`src/rtl/td_rx_pkg.sv`:
```
package td_rx_pkg;

    localparam int DATA_W    = 16;
    localparam int WORD_W    = DATA_W + 1;
    localparam int MSG_WORDS = 14;
    localparam int NUM_KINDS = 3;

    typedef enum logic [1:0] {
        FR_HUNT,
        FR_ARMED,
        FR_DATA,
        FR_NEXT
    } fr_state_e;

    typedef struct packed {
        logic [47:0] rel_ns;
        logic [31:0] frac_ns;
        logic [31:0] period_fns;
        logic [7:0]  period_ns;
        logic        rel_updated;
        logic        sec_lsb;
    } td_common_t;

    typedef struct packed {
        logic [47:0] sec;
        logic [29:0] ns;
        logic        updated;
    } td_tod_t;

    typedef struct packed {
        logic [31:0] offset_ns;
        logic [15:0] num;
        logic [15:0] den;
        logic [15:0] state;
    } td_drift_t;

    typedef struct packed {
        logic [31:0] offset_ns;
        logic [47:0] sec;
    } td_alt_t;

    function automatic logic [31:0] join2(input logic [15:0] lo, input logic [15:0] hi);
        return {hi, lo};
    endfunction

    function automatic logic [47:0] join3(input logic [15:0] lo, input logic [15:0] mid,
                                          input logic [15:0] hi);
        return {hi, mid, lo};
    endfunction

endpackage

```
`src/rtl/td_rx_framer.sv`:
```
module td_rx_framer
    import td_rx_pkg::*;
#(
    parameter int DATA_W    = td_rx_pkg::DATA_W,
    parameter int MSG_WORDS = td_rx_pkg::MSG_WORDS,
    localparam int IDX_W    = $clog2(MSG_WORDS)
) (
    input  logic              clk,
    input  logic              rst,
    input  logic              sdi,
    output logic              word_stb,
    output logic [DATA_W-1:0] word_data,
    output logic [IDX_W-1:0]  word_idx
);

    localparam int ARM_BITS = DATA_W + 1;
    localparam int RUN_W    = $clog2(ARM_BITS + 1);
    localparam int BIT_W    = $clog2(DATA_W);

    fr_state_e         state;
    logic [RUN_W-1:0]  run_cnt;
    logic [BIT_W-1:0]  bit_cnt;
    logic [DATA_W-1:0] shreg;
    logic [IDX_W-1:0]  cur_idx;

    always_ff @(posedge clk) begin
        if (rst) begin
            state     <= FR_HUNT;
            run_cnt   <= '0;
            bit_cnt   <= '0;
            shreg     <= '0;
            cur_idx   <= '0;
            word_stb  <= 1'b0;
            word_data <= '0;
            word_idx  <= '0;
        end else begin
            word_stb <= 1'b0;
            case (state)
                FR_HUNT: begin
                    // count an unbroken run of highs; a full word time arms
                    if (sdi) begin
                        if (run_cnt == RUN_W'(ARM_BITS - 1)) begin
                            state <= FR_ARMED;
                        end else begin
                            run_cnt <= run_cnt + 1'b1;
                        end
                    end else begin
                        run_cnt <= '0;
                    end
                end
                FR_ARMED: begin
                    if (!sdi) begin
                        state   <= FR_DATA;
                        bit_cnt <= '0;
                        cur_idx <= '0;
                    end
                end
                FR_DATA: begin
                    shreg   <= {sdi, shreg[DATA_W-1:1]};
                    bit_cnt <= bit_cnt + 1'b1;
                    if (bit_cnt == BIT_W'(DATA_W - 1)) begin
                        word_stb  <= 1'b1;
                        word_data <= {sdi, shreg[DATA_W-1:1]};
                        word_idx  <= cur_idx;
                        if (cur_idx == IDX_W'(MSG_WORDS - 1)) begin
                            state   <= FR_HUNT;
                            run_cnt <= '0;
                        end else begin
                            state <= FR_NEXT;
                        end
                    end
                end
                FR_NEXT: begin
                    if (!sdi) begin
                        state   <= FR_DATA;
                        bit_cnt <= '0;
                        cur_idx <= cur_idx + 1'b1;
                    end else begin
                        // missing start bit: drop the message and rehunt
                        state   <= FR_HUNT;
                        run_cnt <= RUN_W'(1);
                    end
                end
                default: begin
                    state   <= FR_HUNT;
                    run_cnt <= '0;
                end
            endcase
        end
    end

    // consecutive words are a full word time apart
    p_word_gap_r1: assert property (@(posedge clk) disable iff (rst)
        word_stb |=> !word_stb);

    // a high start-bit slot never yields the next word strobe
    p_abort_no_word_r7: assert property (@(posedge clk) disable iff (rst)
        (state == FR_NEXT && sdi) |=> (state == FR_HUNT));

endmodule

```
`src/rtl/td_rx_decode.sv`:
```
module td_rx_decode
    import td_rx_pkg::*;
#(
    parameter int DATA_W    = td_rx_pkg::DATA_W,
    parameter int MSG_WORDS = td_rx_pkg::MSG_WORDS,
    localparam int IDX_W    = $clog2(MSG_WORDS)
) (
    input  logic              clk,
    input  logic              rst,
    input  logic              word_stb,
    input  logic [DATA_W-1:0] word_data,
    input  logic [IDX_W-1:0]  word_idx,
    output td_common_t        common_q,
    output td_tod_t           tod_q,
    output td_drift_t         drift_q,
    output td_alt_t           alt_q,
    output logic              tod_vld,
    output logic              drift_vld,
    output logic              alt_vld
);

    localparam int LAST = MSG_WORDS - 1;

    logic [MSG_WORDS-1:0][DATA_W-1:0] all_w;

    // hold words 0..LAST-1; the final word is used straight off the framer
    for (genvar g = 0; g < LAST; g++) begin : g_word
        logic [DATA_W-1:0] w_q;
        always_ff @(posedge clk) begin
            if (rst) begin
                w_q <= '0;
            end else if (word_stb && word_idx == IDX_W'(g)) begin
                w_q <= word_data;
            end
        end
        assign all_w[g] = w_q;
    end
    assign all_w[LAST] = word_data;

    logic       fire;
    logic [3:0] msg_idx;
    logic       accept;

    assign fire    = word_stb && (word_idx == IDX_W'(LAST));
    assign msg_idx = all_w[0][3:0];
    assign accept  = fire && (msg_idx < 4'(NUM_KINDS));

    td_common_t nxt_common;
    td_tod_t    nxt_tod;
    td_drift_t  nxt_drift;
    td_alt_t    nxt_alt;

    always_comb begin
        nxt_common.rel_updated = all_w[0][8];
        nxt_common.sec_lsb     = all_w[0][9];
        nxt_common.frac_ns     = join2(all_w[6], all_w[7]);
        nxt_common.rel_ns      = join3(all_w[8], all_w[9], all_w[10]);
        nxt_common.period_fns  = join2(all_w[11], all_w[12]);
        nxt_common.period_ns   = all_w[13][7:0];

        nxt_tod.ns      = {all_w[2][13:0], all_w[1]};
        nxt_tod.updated = all_w[2][15];
        nxt_tod.sec     = join3(all_w[3], all_w[4], all_w[5]);

        nxt_drift.offset_ns = join2(all_w[1], all_w[2]);
        nxt_drift.num       = all_w[3];
        nxt_drift.den       = all_w[4];
        nxt_drift.state     = all_w[5];

        nxt_alt.offset_ns = join2(all_w[1], all_w[2]);
        nxt_alt.sec       = join3(all_w[3], all_w[4], all_w[5]);
    end

    logic unused_bits;
    assign unused_bits = ^{all_w[13][15:8], all_w[0][15:10], all_w[0][7:4], all_w[2][14]};

    always_ff @(posedge clk) begin
        if (rst) begin
            common_q  <= '0;
            tod_q     <= '0;
            drift_q   <= '0;
            alt_q     <= '0;
            tod_vld   <= 1'b0;
            drift_vld <= 1'b0;
            alt_vld   <= 1'b0;
        end else begin
            tod_vld   <= 1'b0;
            drift_vld <= 1'b0;
            alt_vld   <= 1'b0;
            if (accept) begin
                common_q <= nxt_common;
                case (msg_idx)
                    4'd0: begin
                        tod_q   <= nxt_tod;
                        tod_vld <= 1'b1;
                    end
                    4'd1: begin
                        drift_q   <= nxt_drift;
                        drift_vld <= 1'b1;
                    end
                    default: begin
                        alt_q   <= nxt_alt;
                        alt_vld <= 1'b1;
                    end
                endcase
            end
        end
    end

    // only one message type reported at a time
    p_valid_onehot_r9: assert property (@(posedge clk) disable iff (rst)
        $onehot0({tod_vld, drift_vld, alt_vld}));

    // a valid lasts a single cycle
    p_valid_pulse_r9: assert property (@(posedge clk) disable iff (rst)
        (tod_vld || drift_vld || alt_vld) |=> !(tod_vld || drift_vld || alt_vld));

    // without a completed message every output holds
    p_hold_r9: assert property (@(posedge clk) disable iff (rst)
        !accept |=> ($stable(common_q) && $stable(tod_q) && $stable(drift_q) && $stable(alt_q)));

    // an out-of-range index never raises a valid
    p_bad_index_r6: assert property (@(posedge clk) disable iff (rst)
        (fire && msg_idx >= 4'(NUM_KINDS)) |=> !(tod_vld || drift_vld || alt_vld));

    // reset leaves no valid standing
    p_reset_clear_r10: assert property (@(posedge clk)
        rst |=> !(tod_vld || drift_vld || alt_vld));

endmodule

```
`src/rtl/tdist_rx.sv`:
```
module tdist_rx
    import td_rx_pkg::*;
(
    input  logic        clk,
    input  logic        rst,
    input  logic        td_sdi,
    output logic [47:0] rel_ns,
    output logic [31:0] frac_ns,
    output logic [7:0]  period_ns,
    output logic [31:0] period_fns,
    output logic        rel_updated,
    output logic        sec_lsb,
    output logic        tod_valid,
    output logic [47:0] tod_sec,
    output logic [29:0] tod_ns,
    output logic        tod_updated,
    output logic        drift_valid,
    output logic [31:0] offset_ns,
    output logic [15:0] drift_num,
    output logic [15:0] drift_den,
    output logic [15:0] drift_state,
    output logic        alt_valid,
    output logic [31:0] alt_offset_ns,
    output logic [47:0] alt_sec
);

    localparam int IDX_W = $clog2(MSG_WORDS);

    logic              word_stb;
    logic [DATA_W-1:0] word_data;
    logic [IDX_W-1:0]  word_idx;

    td_common_t common_q;
    td_tod_t    tod_q;
    td_drift_t  drift_q;
    td_alt_t    alt_q;

    td_rx_framer #(
        .DATA_W   (DATA_W),
        .MSG_WORDS(MSG_WORDS)
    ) u_framer (
        .clk      (clk),
        .rst      (rst),
        .sdi      (td_sdi),
        .word_stb (word_stb),
        .word_data(word_data),
        .word_idx (word_idx)
    );

    td_rx_decode #(
        .DATA_W   (DATA_W),
        .MSG_WORDS(MSG_WORDS)
    ) u_decode (
        .clk      (clk),
        .rst      (rst),
        .word_stb (word_stb),
        .word_data(word_data),
        .word_idx (word_idx),
        .common_q (common_q),
        .tod_q    (tod_q),
        .drift_q  (drift_q),
        .alt_q    (alt_q),
        .tod_vld  (tod_valid),
        .drift_vld(drift_valid),
        .alt_vld  (alt_valid)
    );

    assign rel_ns        = common_q.rel_ns;
    assign frac_ns       = common_q.frac_ns;
    assign period_ns     = common_q.period_ns;
    assign period_fns    = common_q.period_fns;
    assign rel_updated   = common_q.rel_updated;
    assign sec_lsb       = common_q.sec_lsb;
    assign tod_sec       = tod_q.sec;
    assign tod_ns        = tod_q.ns;
    assign tod_updated   = tod_q.updated;
    assign offset_ns     = drift_q.offset_ns;
    assign drift_num     = drift_q.num;
    assign drift_den     = drift_q.den;
    assign drift_state   = drift_q.state;
    assign alt_offset_ns = alt_q.offset_ns;
    assign alt_sec       = alt_q.sec;

endmodule

```
`config.mk`:
```
export PLATFORM = sky130hd
export DESIGN_NAME = tdist_rx
export DESIGN_NICKNAME = d
export VERILOG_FILES = /design/src/rtl/td_rx_pkg.sv /design/src/rtl/td_rx_framer.sv /design/src/rtl/td_rx_decode.sv /design/src/rtl/tdist_rx.sv
export SDC_FILE = /design/constraint.sdc
export NUM_CORES = 1
export LEC_CHECK = 0
export BUFFER_PORTS_ARGS = -buffer_cell sky130_fd_sc_hd__buf_2
export CORE_MARGIN = 2
export CORE_UTILIZATION = 35
export CTS_CLUSTER_SIZE = 28
export DETAILED_ROUTE_END_ITERATION = 7
export SYNTH_ARGS = -nofsm -noshare
export SYNTH_HDL_FRONTEND = slang
export SYNTH_HIERARCHICAL = 1
export SYNTH_SLANG_ARGS = --single-unit
```
`constraint.sdc`:
```
create_clock -name clk -period 3.1 [get_ports clk]
set_input_delay 0.62 -clock clk [delete_from_list [all_inputs] [get_ports clk]]
set_output_delay 0.62 -clock clk [all_outputs]
set_load 0.02 [all_outputs]
```
# --- Word-level counts from Yosys, hierarchy flattened ---
# Cells that the tools add are included.
word_totals:
  inputBits: 3
  reg_bits: 618
  wordCells: 129
classes:
  reduce_logical: 33
  eq_ne: 29
  n_bitwise: 3
  order_cmp: 1
  n_addsub: 3
  mux: 21
op_table:
  columns: ["op", "count"]
  rows:
  - ["4-bit equality test, second input constant", 8]
  - ["5-bit 2-to-1 mux", 5]
  - ["4-bit by 3-bit equality test with 1-bit output, second input constant", 4]
  - ["4-bit case mux with 2 select lines", 2]
  - ["1-bit logical AND", 15]
  - ["5-bit case mux with 3 select lines", 1]
  - ["2-bit 2-to-1 mux", 6]
  - ["2-bit != test, second input constant", 5]
  - ["2-bit AND reduction", 5]
  - ["4-bit by 1-bit adder with 4-bit output, second input constant", 2]
  - ["4-bit by 1-bit equality test with 1-bit output, second input constant", 2]
  - ["4-bit by 2-bit equality test with 1-bit output, second input constant", 2]
  - ["4-bit zero test", 2]
  - ["4-bit 2-to-1 mux", 2]
  - ["2-bit case mux with 4 select lines", 1]
  - ["2-bit OR reduction", 4]
  - ["2-bit by 1-bit != test with 1-bit output, second input constant", 3]
  - ["5-bit by 1-bit adder with 5-bit output, second input constant", 1]
  - ["5-bit equality test, second input constant", 1]
  - ["5-bit AND reduction", 1]
  - ["2-bit equality test, second input constant", 2]
  - ["4-bit by 2-bit less-than comparator with 1-bit output, second input constant", 1]
  - ["1-bit 2-to-1 mux", 4]
  - ["4-bit AND reduction", 1]
  - ["other kinds (7)", 10]

# --- Logic depth before layout (Yosys ltp) ---
logic_depth:
  depth_word: 5
  depth_mapped: 8
  depth_no_buf: 6

# --- Modules after synthesis ---
# The synthesis kept the hierarchy.
modules_own_cells:
  columns: ["mod", "seq_area_each_um2", "cells_each", "n_inst", "area_each_um2"]
  rows:
  - ["td_rx_decode", 11250.8, 2336, 1, 22527.9]
  - ["td_rx_framer", 1021.0, 250, 1, 2163.3]

# --- Worst setup path before layout ---
# Ideal clock, no wire load.
synth_path:
  kind: "reg2reg"
  startpoint: "register u_framer.word_idx[1]"
  endpoint: "register, netlist name u_decode/drift_q[0]"
  required_time_ps: 2980
  t_arrival_ps: 1927
  stages_incl_launch_ff: 8
  slack_ps: 1054
  path_cell_list: "dfxtp_1 > buf_2 > or4b_1 > clkbuf_1 > or4b_1 > buf_4 > buf_6 > mux2i_1"
synth_between:
  elab_chain_len: 4
synth_lines:
  columns: ["item", "line", "text"]
  rows:
  - ["from (decl)", "td_rx_framer.sv:13", "output logic [IDX_W-1:0] word_idx"]
  - ["from (signal assigned)", "td_rx_framer.sv:64", "word_idx <= cur_idx;"]
  - ["4-bit equality test", "td_rx_decode.sv:44", "assign fire = word_stb && (word_idx == IDX_W'(LAST));"]
  - ["1-bit logical AND", "td_rx_decode.sv:44", null]
  - ["1-bit logical AND", "td_rx_decode.sv:46", "assign accept = fire && (msg_idx < 4'(NUM_KINDS));"]
  - ["2-bit AND reduction (no line)", null, null]
# No other way between the ends.
# A chain may end at the register's enable or synchronous reset.

# --- Worst setup path after layout ---
layout_path:
  startpoint: "register u_framer.word_idx[0]"
  endpoint: "register, netlist name u_decode/drift_q[79]"
layout_between:
  elab_chain_len: 4
layout_lines:
  columns: ["item", "line"]
  rows:
  - ["4-bit equality test", "td_rx_decode.sv:44"]
  - ["1-bit logical AND", "td_rx_decode.sv:44"]
  - ["1-bit logical AND", "td_rx_decode.sv:46"]
  - ["2-bit AND reduction (no line)", null]
# No other way between the ends.

==> flow_summary.yaml <==
clock_network:
  clkLatencyLatePin_ns: 0.61
  clkSlewWorstSetupHoldPaths_ns: 0.06
  tritoncts: "built"
  post_cts_resized: 0
  max-clock-path-buffers: 3
  cts_setup_buffers: 0
  cts.sinks: 613
  cts-buffers-inserted: 70
  holdBufCountCts: 0
  cts_max_level: 3
  clk_root_buffer_cell: "sky130_fd_sc_hd__clkbuf_16"
synth:
  syn_inst_count: 2586
  synth_area_leaders: "sky130_fd_sc_hd__dfxtp_1, sky130_fd_sc_hd__mux2i_1, sky130_fd_sc_hd__nand2b_1"
  synthesis.yosys.warnings: 6
  synth_edf_count: 0
  postSynthNetCount: 2598
  synth.distinct_cells: 44
  yosys.area.top_type_share: 0.497
  ys_seq_area_frac: 0.497
  ys_seq_elements: 613
  most_common_flop_cell_mapped_by_yosys: "sky130_fd_sc_hd__dfxtp_1"
  synthesis.area_per_instance_sq_um: 9.55
  mappedNetlistArea_sq_mm: 0.0247
  yosysTopAreaCell: "sky130_fd_sc_hd__dfxtp_1"
  post_synth_arst_share: 0
finish:
  antennaDiodeCount: 0
  finish.utilization: 0.422
  layout_commonest_cell: "sky130_fd_sc_hd__dfxtp_1"
  multi_input_area_sq_mm: 0.0114
  layout.nets: 2833
  postLayoutCellArea_sq_mm: 0.0295
  drive_gt1_frac: 0.189
  relative_area_change_from_synthesis_to_final_layout_pct: 19.6
  layout_common_cells: "sky130_fd_sc_hd__dfxtp_1, sky130_fd_sc_hd__nand2b_1, sky130_fd_sc_hd__mux2i_1"
  fillCellCount: 6829
  ff_latch_area_sq_mm: 0.0123
  post_layout_nonfiller_instances: 3809
place:
  place_inst: 3689
  port-buffer-count: 366
  dp.final_hpwl_um: 46300
  placed_cell_area_sq_mm: 0.0272
  routabilityCongestion: 0.768
  preCtsSetupSlack_ns: 0.598
sta:
  hold_ws_ns: 0.378
  fin_crit_ns: 2.51
  timing.final.max_slew_violations: 0
  setup_viol: 0
  timing_hold_violations_final: 0
  clock_skew_ns: 0.0262
  timing.setup.tns_ns: 0
  timing.slew.headroom: 0.144
  max_slew.worst_pin.slew_ns: 1.28
  postLayoutSetupSlackWorst_ns: 0.586
  max_freq_mhz: 398
  unrepaired_setup_endpoints_after_global_routing: "no"
  timing.final.crit_share: 0.811
setup_path:
  start_kind: "flip-flop"
  combined_buffer_and_inverter_count_along_the_critical_path: 1
  max_stage_delay_ns: 0.64
  worstPathArrival_ns: 2.97
  crit_path_start: "u_framer/word_idx[0]"
  r2r-start: "u_framer/word_idx[0]"
  critical_path_class: "flip-flop to flip-flop"
  required_ns: 3.55
  critPathTopFamily: "simple AND/OR/NAND/NOR gates"
  worstPathCellList: "or4b_1, or4b_4, buf_12, mux2i_1"
  crit_slowest_cell: "sky130_fd_sc_hd__or4b_1"
  critical_path.max_fanout: 80
  end_kind: "flip-flop"
drt:
  avgViaCountPerCell: 5.04
  wl_per_cell_um: 19.8
  final_antenna_net_count: 0
  wirelength_um: 75300
  drtIter0Drc: 1380
  num_vias: 19200
  drtPass1Iterations: 6
  detail_route.drc_violations: 0
die:
  fp.dieArea_sq_mm: 0.0727
  rows: 97
  placeableCoreArea_sq_mm: 0.0699
  initial_utilization: 0.353
  chipWidth_um: 270
  die_h_um: 270
  floorplan.io_pins: 367
status:
  outcome: "completed"
power_and_ir_drop:
  static-leakage-power_nw: 11.1
  totalPowerFinal_mw: 16.6
  power.density_mw_per_mm2: 562
  vdd.ir_drop.worst_v: 0.000331
global_routing:
  grt_pass1_wl_um: 114000
  grt_antenna_before_repair: 1
  via_count_of_the_first_global_routing_pass: 18800
  globalRouteTotalUtil: 0.200
  globalRoute.totalOverflow: 0
  largest_net_degree_at_the_start_of_global_routing: 125
flow_run:
  timing.max_cap.violations: 0
hold_path:
  min_from: "td_sdi"
  holdCritPathClass: "primary input to flip-flop"
==> registers in the layout, indices dropped and copies added, names as in the netlist <==
register	count
u_decode/alt_q	80
u_decode/tod_vld	1
u_framer/shreg	15
u_framer/state	2
u_decode/alt_vld	1
u_framer/word_data	16
u_framer/cur_idx	4
u_decode/common_q	122
u_decode/g_word.w_q	198
u_decode/drift_q	80
u_decode/tod_q	79
u_framer/word_stb	1
u_framer/bit_cnt	4
u_framer/run_cnt	5
u_decode/drift_vld	1
u_framer/word_idx	4
==> cell usage after synthesis, types with 2 or more instances <==
master                     instances
sky130_fd_sc_hd__clkbuf_1        185
sky130_fd_sc_hd__nand3_1         205
sky130_fd_sc_hd__ha_1              9
sky130_fd_sc_hd__a22oi_1           3
sky130_fd_sc_hd__mux2_2            2
sky130_fd_sc_hd__nand2_1          44
sky130_fd_sc_hd__nor2_1           34
sky130_fd_sc_hd__nor3b_1           2
sky130_fd_sc_hd__o31ai_1           5
sky130_fd_sc_hd__buf_6             9
sky130_fd_sc_hd__nor3_1            3
sky130_fd_sc_hd__mux2i_1         377
sky130_fd_sc_hd__a21oi_1         228
sky130_fd_sc_hd__and3_1            2
sky130_fd_sc_hd__o21ai_1          12
sky130_fd_sc_hd__nand3b_1          3
sky130_fd_sc_hd__nand2b_1        566
sky130_fd_sc_hd__and2_1            2
sky130_fd_sc_hd__nor2b_1           4
sky130_fd_sc_hd__buf_1            14
sky130_fd_sc_hd__inv_1            10
sky130_fd_sc_hd__buf_4            11
sky130_fd_sc_hd__nor4_1            2
sky130_fd_sc_hd__and3b_1           2
sky130_fd_sc_hd__or4b_1            2
sky130_fd_sc_hd__or4_1             6
sky130_fd_sc_hd__o21ai_0         191
sky130_fd_sc_hd__or3b_1            2
sky130_fd_sc_hd__dfxtp_1         613
sky130_fd_sc_hd__buf_2            24
==> worst paths after layout <==
| kind | to | slack [ns] | cells past startpoint |
|---|---|---|---|
| max | u_decode/drift_q[79] | 0.59 | 4 |
| min | u_framer/word_data[15] | 0.38 | 3 |
| max reg2reg | u_decode/drift_q[79] | 0.59 | 4 |
| min reg2reg | u_framer/word_data[0] | 0.46 | 2 |
==> report_power, final <==
group	switching (mW)	total [mW]	leakage, nW	internal, mW
logic	0.195	0.360	5.00	0.165
clock network	3.37	8.31	1.14	4.94
registers	0.0155	7.90	4.94	7.89
total	3.58	16.6	11.1	13.0
==> cells by family after synthesis <==
kind of cell,Yosys count,share of synthesized area
compound gates,446,0.0925
fa+ha+maj,9,0.00456
buf+inv,253,0.0441
flops,613,0.497
mux,379,0.154
simple gates,886,0.208
==> final cells by class <==
class | count | share of cell area
inverter | 10 | 0.00127
clock inverter | 19 | 0.00843
multi-input combinational | 1720 | 0.386
timing repair buffer | 406 | 0.0781
tap | 940 | 0.0398
clock buffer | 101 | 0.0705
sequential | 613 | 0.416
==> worst reg2reg max path: stages, from the launching register on <==
cell                      delay, ns
sky130_fd_sc_hd__dfxtp_1       0.57
sky130_fd_sc_hd__or4b_1        0.64
sky130_fd_sc_hd__or4b_4        0.55
sky130_fd_sc_hd__buf_12        0.27
sky130_fd_sc_hd__mux2i_1       0.33
==> per-layer routing <==
layer,part of all wire,GRT usage,vias up
met5,0,0,-
li1,-,-,9190
met1,0.45,0.263,9328
met4,0.034,0.0791,0
met3,0.050,0.0335,121
met2,0.47,0.327,546
(Power assumes the default switching activity.)
